`config.mk`:
```
export PLATFORM = sky130hd
export DESIGN_NAME = cic_top
export DESIGN_NICKNAME = d
export VERILOG_FILES = /design/src/rtl/cic_pkg.sv /design/src/rtl/cic_prio_pick.sv /design/src/rtl/cic_edge_latch.sv /design/src/rtl/cic_top.sv
export SDC_FILE = /design/constraint.sdc
export NUM_CORES = 1
export LEC_CHECK = 0
export ABC_AREA = 1
export ABC_CLOCK_PERIOD_IN_PS = 2500
export BUFFER_PORTS_ARGS = -buffer_cell sky130_fd_sc_hd__buf_4
export CORE_ASPECT_RATIO = 0.5
export CORE_MARGIN = 2
export CORE_UTILIZATION = 30
export CTS_BUF_LIST = sky130_fd_sc_hd__clkbuf_2 sky130_fd_sc_hd__clkbuf_4 sky130_fd_sc_hd__clkbuf_8
export DETAILED_ROUTE_END_ITERATION = 6
export SYNTH_ARGS = -nofsm -noshare
export SYNTH_HDL_FRONTEND = slang
export SYNTH_SLANG_ARGS = --single-unit
```
`constraint.sdc`:
```
create_clock -name clk -period 2.5 [get_ports clk]
set_input_delay 0.5 -clock clk [delete_from_list [all_inputs] [get_ports clk]]
set_output_delay 0.5 -clock clk [all_outputs]
set_load 0.02 [all_outputs]
```
`src/rtl/cic_pkg.sv`:
```
package cic_pkg;
   typedef enum logic [2:0] {
      CIC_LO_CAUSE  = 3'd0,
      CIC_HI_CAUSE  = 3'd1,
      CIC_GPP_CAUSE = 3'd2,
      CIC_LO_MASK   = 3'd3,
      CIC_HI_MASK   = 3'd4,
      CIC_GPP_MASK  = 3'd5,
      CIC_VECTOR    = 3'd6,
      CIC_UNUSED    = 3'd7
   } cic_reg_e;
endpackage

```
`src/rtl/cic_prio_pick.sv`:
```
module cic_prio_pick #(
   parameter int W  = 32,
   localparam int IW = $clog2(W)
) (
   input  logic [W-1:0]  req,
   output logic          found,
   output logic [IW-1:0] idx
);
   // Later iterations overwrite earlier ones, so the highest set bit wins.
   always_comb begin
      found = 1'b0;
      idx   = '0;
      for (int i = 0; i < W; i++) begin
         if (req[i]) begin
            found = 1'b1;
            idx   = IW'(i);
         end
      end
   end
endmodule

```
`src/rtl/cic_edge_latch.sv`:
```
module cic_edge_latch #(
   parameter int W = 32
) (
   input  logic         clk,
   input  logic         rst_n,
   input  logic [W-1:0] pin,
   output logic [W-1:0] rise
);
   logic [W-1:0] prev_q;

   always_ff @(posedge clk or negedge rst_n) begin
      if (!rst_n) prev_q <= '0;
      else        prev_q <= pin;
   end

   assign rise = pin & ~prev_q;
endmodule

```
`src/rtl/cic_top.sv`:
```
module cic_top
   import cic_pkg::*;
#(
   parameter int          GW          = 32,
   parameter logic [GW-1:0] LO_VALID    = 32'h3DFF_FFFE,
   parameter logic [GW-1:0] HI_VALID    = 32'h0F00_0DB7,
   parameter logic [GW-1:0] HI_MASK_RST = 32'h0F00_0000,
   parameter int          CASCADE_LSB = 24,
   parameter int          SLICE_W     = 8
) (
   input  logic          clk,
   input  logic          rst_n,
   input  logic [GW-1:0] src_lo,
   input  logic [GW-1:0] src_hi,
   input  logic [GW-1:0] gpp_pin,
   input  logic [2:0]    bus_addr,
   input  logic          bus_wr,
   input  logic          bus_rd,
   input  logic [GW-1:0] bus_wdata,
   output logic [GW-1:0] bus_rdata,
   output logic          cpu_irq
);
   localparam int IW     = $clog2(GW);
   localparam int SLICES = GW / SLICE_W;
   localparam logic [GW-1:0] BELOW    = GW'((64'd1 << CASCADE_LSB) - 64'd1);
   localparam logic [GW-1:0] HI_BASE  = GW'(GW);
   localparam logic [GW-1:0] GPP_BASE = GW'(2 * GW);
   localparam logic [GW-1:0] BOGUS    = {{(GW-2){1'b1}}, 2'b10};

   // Elaboration-time parameter checks
   if (SLICE_W < 1 || (GW % SLICE_W) != 0) begin : g_bad_slice
      $error("cic_top: SLICE_W must divide GW");
   end
   if (CASCADE_LSB + SLICES > GW) begin : g_bad_cascade
      $error("cic_top: cascade summary bits exceed group width");
   end
   if (GW < 8) begin : g_bad_width
      $error("cic_top: GW too small");
   end

   cic_reg_e addr_e;
   assign addr_e = cic_reg_e'(bus_addr);

   logic [GW-1:0] mask_lo_q, mask_hi_q, mask_gpp_q, gpp_cause_q;
   logic [GW-1:0] gpp_rise, hi_cause;
   logic [SLICES-1:0] summary;

   cic_edge_latch #(.W(GW)) u_edge (
      .clk(clk), .rst_n(rst_n), .pin(gpp_pin), .rise(gpp_rise)
   );

   for (genvar k = 0; k < SLICES; k++) begin : g_sum
      assign summary[k] = |gpp_cause_q[k*SLICE_W +: SLICE_W];
   end

   assign hi_cause = (src_hi & BELOW) | (GW'(summary) << CASCADE_LSB);

   logic [GW-1:0] lo_q, hi_q, gpp_q;
   assign lo_q  = src_lo   & LO_VALID & mask_lo_q;
   assign hi_q  = hi_cause & HI_VALID & mask_hi_q;
   assign gpp_q = gpp_cause_q & mask_gpp_q;

   logic          lo_found, hi_found, gpp_found;
   logic [IW-1:0] lo_idx, hi_idx, gpp_idx;

   cic_prio_pick #(.W(GW)) u_pick_lo  (.req(lo_q),  .found(lo_found),  .idx(lo_idx));
   cic_prio_pick #(.W(GW)) u_pick_hi  (.req(hi_q),  .found(hi_found),  .idx(hi_idx));
   cic_prio_pick #(.W(GW)) u_pick_gpp (.req(gpp_q), .found(gpp_found), .idx(gpp_idx));

   logic [GW-1:0] vector;
   logic          vec_gpp_hit;

   always_comb begin
      vector      = BOGUS;
      vec_gpp_hit = 1'b0;
      if (lo_found) begin
         vector = GW'(lo_idx);
      end else if (hi_found) begin
         if (int'(hi_idx) >= CASCADE_LSB) begin
            if (gpp_found) begin
               vector      = GPP_BASE + GW'(gpp_idx);
               vec_gpp_hit = 1'b1;
            end
         end else begin
            vector = HI_BASE + GW'(hi_idx);
         end
      end
   end

   assign cpu_irq = (|lo_q) | (|hi_q);

   logic [GW-1:0] keep;
   always_comb begin
      keep = '1;
      if (bus_wr && addr_e == CIC_GPP_CAUSE) keep = bus_wdata;
      if (bus_rd && addr_e == CIC_VECTOR && vec_gpp_hit)
         keep = keep & ~(GW'(1) << gpp_idx);
   end

   always_ff @(posedge clk or negedge rst_n) begin
      if (!rst_n) begin
         mask_lo_q   <= '0;
         mask_hi_q   <= HI_MASK_RST;
         mask_gpp_q  <= '0;
         gpp_cause_q <= '0;
      end else begin
         gpp_cause_q <= (gpp_cause_q & keep) | gpp_rise;
         if (bus_wr) begin
            case (addr_e)
               CIC_LO_MASK:  mask_lo_q  <= bus_wdata;
               CIC_HI_MASK:  mask_hi_q  <= bus_wdata;
               CIC_GPP_MASK: mask_gpp_q <= bus_wdata;
               default: ;
            endcase
         end
      end
   end

   always_ff @(posedge clk or negedge rst_n) begin
      if (!rst_n) begin
         bus_rdata <= '0;
      end else if (bus_rd) begin
         case (addr_e)
            CIC_LO_CAUSE:  bus_rdata <= src_lo;
            CIC_HI_CAUSE:  bus_rdata <= hi_cause;
            CIC_GPP_CAUSE: bus_rdata <= gpp_cause_q;
            CIC_LO_MASK:   bus_rdata <= mask_lo_q;
            CIC_HI_MASK:   bus_rdata <= mask_hi_q;
            CIC_GPP_MASK:  bus_rdata <= mask_gpp_q;
            CIC_VECTOR:    bus_rdata <= vector;
            default:       bus_rdata <= '0;
         endcase
      end
   end
endmodule

```
# Yosys cells after proc, flatten, opt, wreduce, memory -nomap -nowiden

Cells that the tools add are included.

Add/sub/neg operators: 2
Order comparisons: 1
Equal/unequal tests: 6
Shift-type cells: 1
Multiplexer cells: 200
Bitwise logic cells: 11
Reduce and logical (&&, ||, !) cells: 13

Operators with widths:

| operator                                                            | number |
|---|---|
| 5-bit 2-to-1 mux                                                    | 48 |
| 32-bit one-hot mux with 7 select lines                              | 1 |
| 32-bit 2-to-1 mux                                                   | 6 |
| 32-bit bitwise AND                                                  | 4 |
| 1-bit 2-to-1 mux                                                    | 103 |
| 4-bit 2-to-1 mux                                                    | 24 |
| 32-bit NOT                                                          | 2 |
| 32-bit OR reduction                                                 | 2 |
| 3-bit 2-to-1 mux                                                    | 12 |
| 28-bit by 32-bit bitwise AND with 32-bit output                     | 1 |
| 30-bit by 32-bit bitwise AND with 32-bit output                     | 1 |
| 32-bit bitwise OR                                                   | 1 |
| 8-bit OR reduction                                                  | 4 |
| 1-bit by 5-bit << shifter with 32-bit output (first input constant) | 1 |
| 24-bit by 28-bit bitwise OR with 28-bit output                      | 1 |
| 2-bit 2-to-1 mux                                                    | 6 |
| 3-bit == test (second input constant)                               | 3 |
| 7-bit by 5-bit adder with 8-bit output (first input constant)       | 1 |
| 6-bit by 5-bit adder with 7-bit output (first input constant)       | 1 |
| 3-bit by 2-bit == test with 1-bit output (second input constant)    | 2 |
| 2-bit AND reduction                                                 | 3 |
| 5-bit greater-or-equal comparator (second input constant)           | 1 |
| 3-bit by 1-bit == test with 1-bit output (second input constant)    | 1 |
| 1-bit logical AND                                                   | 3 |
| other kinds (2)                                                     | 2 |

Flip-flop bits (word level): 192
Bits of input ports: 135
Output and inout port bits: 33
Word-level logic and storage cells: 240

# Depth between registers and ports, before layout

Word-level depth: 42
Gate-level depth with buffers: 38
Gate-level depth less buffers: 38

# Modules after synthesis

A second synthesis with hierarchy kept.

Cell total of the unflattened synthesis: 1794
Area, all modules: 11484.8 µm²

Modules (own cells, without submodules):

| module         | times used | cells an instance | area each (µm²) | sequential area each (µm²) |
|---|---|---|---|---|
| cic_top        | 1          | 1380              | 9072.5          | 4008.8 |
| cic_prio_pick  | 3          | 106               | 430.4           | 0.0 |
| cic_edge_latch | 1          | 96                | 1121.1          | 800.8 |

# Worst setup path before layout

No wires, ideal clock.

Path kind: reg-to-output
Start point: reg gpp_cause_q[4]
End point: out cpu_irq
Arrival: 1.904 ns
Required time: 2.000 ns
Slack: 0.096 ns
Cell stages (with the launch flop): 8
Path buffers: 0
Path through: dfrtp_1 > or4_4 > o21ai_2 > nand4_2 > nor2_2 > nand2_2 > nor4_4 > nand2_1

Cells in the longest elaborated chain, start to end: 5

Ends and longest elaborated chain:

| element                                         | RTL line       | text |
|---|---|---|
| from (decl)                                     | cic_top.sv:44  | `logic [GW-1:0] mask_lo_q, mask_hi_q, mask_gpp_q, gpp_cause_q;` |
| from (signal assigned)                          | cic_top.sv:107 | `gpp_cause_q <= (gpp_cause_q & keep) \| gpp_rise;` |
| 8-bit OR reduction                              | cic_top.sv:53  | `assign summary[k] = \|gpp_cause_q[k*SLICE_W +: SLICE_W];` |
| 24-bit by 28-bit bitwise OR with 28-bit output  | cic_top.sv:56  | `assign hi_cause = (src_hi & BELOW) \| (GW'(summary) << CASCADE_LSB);` |
| 28-bit by 32-bit bitwise AND with 32-bit output | cic_top.sv:60  | `assign hi_q = hi_cause & HI_VALID & mask_hi_q;` |
| 32-bit OR reduction                             | cic_top.sv:90  | `assign cpu_irq = (\|lo_q) \| (\|hi_q);` |
| 1-bit bitwise OR                                | cic_top.sv:90  |  |
| to (decl)                                       | cic_top.sv:21  | `output logic cpu_irq` |

Every way passes these cells.

# Worst setup path after layout

Start point: reg gpp_cause_q[5]
End point: out cpu_irq

The elaborated chain is that of the path after synthesis.

==> results.txt <==
Crit. End Element = output port
r2r setup slk = -530 ps
final setup vio count = 63
Final Max Tran Viols = 0
worst-path fanout max = 3
Post-Place Cells = 2,026
Final Wtd Congestion = 0.945
DR top layer = met5
I/O pin cnt = 168
H-tree depth = 4
Yosys warning count = 0
EDFF count, synth = 0
Routed met3 length = 3350 um
CP startpoint = gpp_cause_q[5]
CP peak stage delay = 580 ps
Inserted Clock Buffers = 17
final worst setup slack = -610 ps
Non-Filler Instances = 2,079
crit share post-route = 124%
grt total ovfl = 0
largest delay contributor family on the critical path = simple AND/OR/NAND/NOR gates
clock root buffer master = clkbuf_8
synthesized area = 9730 um^2
critical path's slowest cell = or4_4
Via-to-Cell Ratio = 4.91
failing checks = negative setup slack
Final Hold Vio Count = 0
clock slew at reported path FFs = 120 ps
outcome = finished, violations left
critical path class = reg2out
most frequent cell after synthesis = nand2_1
final layout net count = 1,767
Area growth syn-to-layout = 44.5%
detailed route wirelength on metal2 = 15,900 um
drt total wl = 38,600 um
largest cells by area after synthesis = dfrtp_1 48%, nand2_1 19%, o21ai_0 7.7%, inv_1 5.5%, a221oi_1 2.7%
Gate Count Post-Synth = 1,277
most instantiated cells after synthesis = 487 x nand2_1, 188 x dfrtp_1, 149 x o21ai_0, 142 x inv_1, 48 x nor2_1
Critical R2R Capture = bus_rdata[22]
crit path time final = 3110 ps
post-synth cell types = 42
leakage power = 7.24 nW
Pre-antenna DRT Iters = 5
dpl hpwl = 29,600 um
All-Layer GR Usage = 22.7%
maximum clock frequency = 0.322 GHz
required time worst endpoint = 2000 ps
DRT iter0 DRCs = 1,013
clk_lat worst skew = 500 ps
TritonCTS clock tree = built
Tightest Hold Check Type = in2reg
skew final = 28.6 ps
first-pass GRT wire length = 58,600 um
die width = 259 um
initial antenna violation count = 3
via count = 10,200
initial core utilization = 30.6%
average cell area after synthesis = 7.62 um^2
relative slew slack = 60.4%
clock tree buffer depth = 2
Hold Startpoint = gpp_pin[6]
WP depth = 9
power per cell area = 650 nW/um^2
dominant cell type by area after synthesis = dfrtp_1
Critical path buffers and inverters = 2
maximum VDD drop = 0.346 mV
layout cells sized above 1 = 30.7%
FP Rows = 46
port bufs = 159
top cell type's share of synthesized area = 48.4%
vias in the first global route = 9,750
Routed wire per std cell = 18.6 um
pin count of the biggest net entering global routing = 63
CTS sink cnt = 192
Residual DRC = 0
Post-Syn Nets = 1,412
Async S/R FF share, synth = 100%
top_reg_cell synth = dfrtp_1
M1 WL = 18,400 um
RSZ-0062 raised after global routing = true
max_cap viols = 0
flops & latches, synth = 192
Vert. Die Dim = 131 um
Pwr Total = 0.00914 W
critical-path cell list = or4_4, o21ai_4, nand4_4, nor2_4, nand2_2, nor4_4, buf_4, nand2_1, buf_6
worst slew pin tran = 594 ps
R2R depth = 18
WP data arrival = 2610 ps
Antenna Nets Post-Route = 0
fill count = 3,162
core box area = 31,800 um^2
launch point of the worst reg-to-reg path = gpp_cause_q[5]
die area = 34,000 um^2
register area share after synthesis = 49.4%
crit path to = cpu_irq
CP Launch Type = flop
[worst register-to-register path, delay by kind of cell (launching register included)]
kind                   cells  cell delay [ps]
buffers and inverters      7              840
AOI/OAI and AO/OA          4              480
DFF                        1              470
and+or+nand+nor            7             1160
[state kept, by name, indices dropped and copies added (netlist names)]
name           flops
mask_gpp_q        32
bus_rdata         32
mask_hi_q         32
mask_lo_q         32
gpp_cause_q       32
u_edge.prev_q     32
[per-layer routing]
layer  GRT usage, %  vias up
met2           31.9      399
li1               -     4884
met4           6.42        2
met3           6.06       50
met1           33.9     4865
met5              0        -
[what timing repair did]
action	4_1_cts	5_1_grt
hold endpoints to repair	34	0
pin swaps	22	34
resized for setup	84	34
setup endpoints to repair	63	63
buffers inserted	11	9
gates cloned	1	0
hold buffers	1	0
[layout by cell type (no fill, tap or decap), types with 14 or more instances in the layout]
cell        n
buf_4     360
nand4_1    40
inv_1     139
a21oi_1    15
buf_6      14
a21o_1     19
nor2_1     45
dfrtp_1   186
clkbuf_8   21
o21ai_0   139
a221oi_1   30
nand2_1   475
[worst min-delay path by stage]
stage	end	cells past startpoint
2_1_floorplan	bus_rdata[0]	0
3_3_place_gp	gpp_cause_q[31]	1
3_5_place_dp	gpp_cause_q[31]	1
4_1_cts	u_edge.prev_q[6]	1
5_1_grt	u_edge.prev_q[6]	1
6_report	u_edge.prev_q[6]	1
[cell type report]
type,instances,area [um^2],area share [%]
flip-flops and latches,192,4810,34.2
multi-input cells,888,4590,32.7
inverters,144,542,3.85
diodes,2,5.00,0.0356
well taps,432,541,3.84
clock inverters,12,146,1.04
clock buffers,20,275,1.96
repair buffers,389,3140,22.4
[cells by family after synthesis]
| kind of cell | share of synthesized area, % |
|---|---|
| and+or+nand+nor | 26.1 |
| AOI/OAI and AO/OA | 16.7 |
| buffers and inverters | 7.81 |
| DFF | 49.4 |
[per-stage QoR]
stage | setup slack (ps) | TNS (ps) | util [%] | area, um^2 | hold slack [ps]
2_1_floorplan | 95.5 | 0 | - | 9730 | 204
3_3_place_gp | -393 | -14620 | 40.7 | 13000 | 438
3_5_place_dp | -387 | -17270 | 40.7 | 13000 | 425
4_1_cts | -636 | -20680 | 43.6 | 13900 | 85.2
5_1_grt | -771 | -37190 | 44.2 | 14100 | 83.3
6_report | -610 | -23480 | 44.2 | 14100 | 103
[where the power goes]
group | switching [W] | internal [W]
clock | 0.00122 | 0.000994
combinational | 0.00170 | 0.00140
sequential | 0.000285 | 0.00354
(Power assumes the default switching activity.)
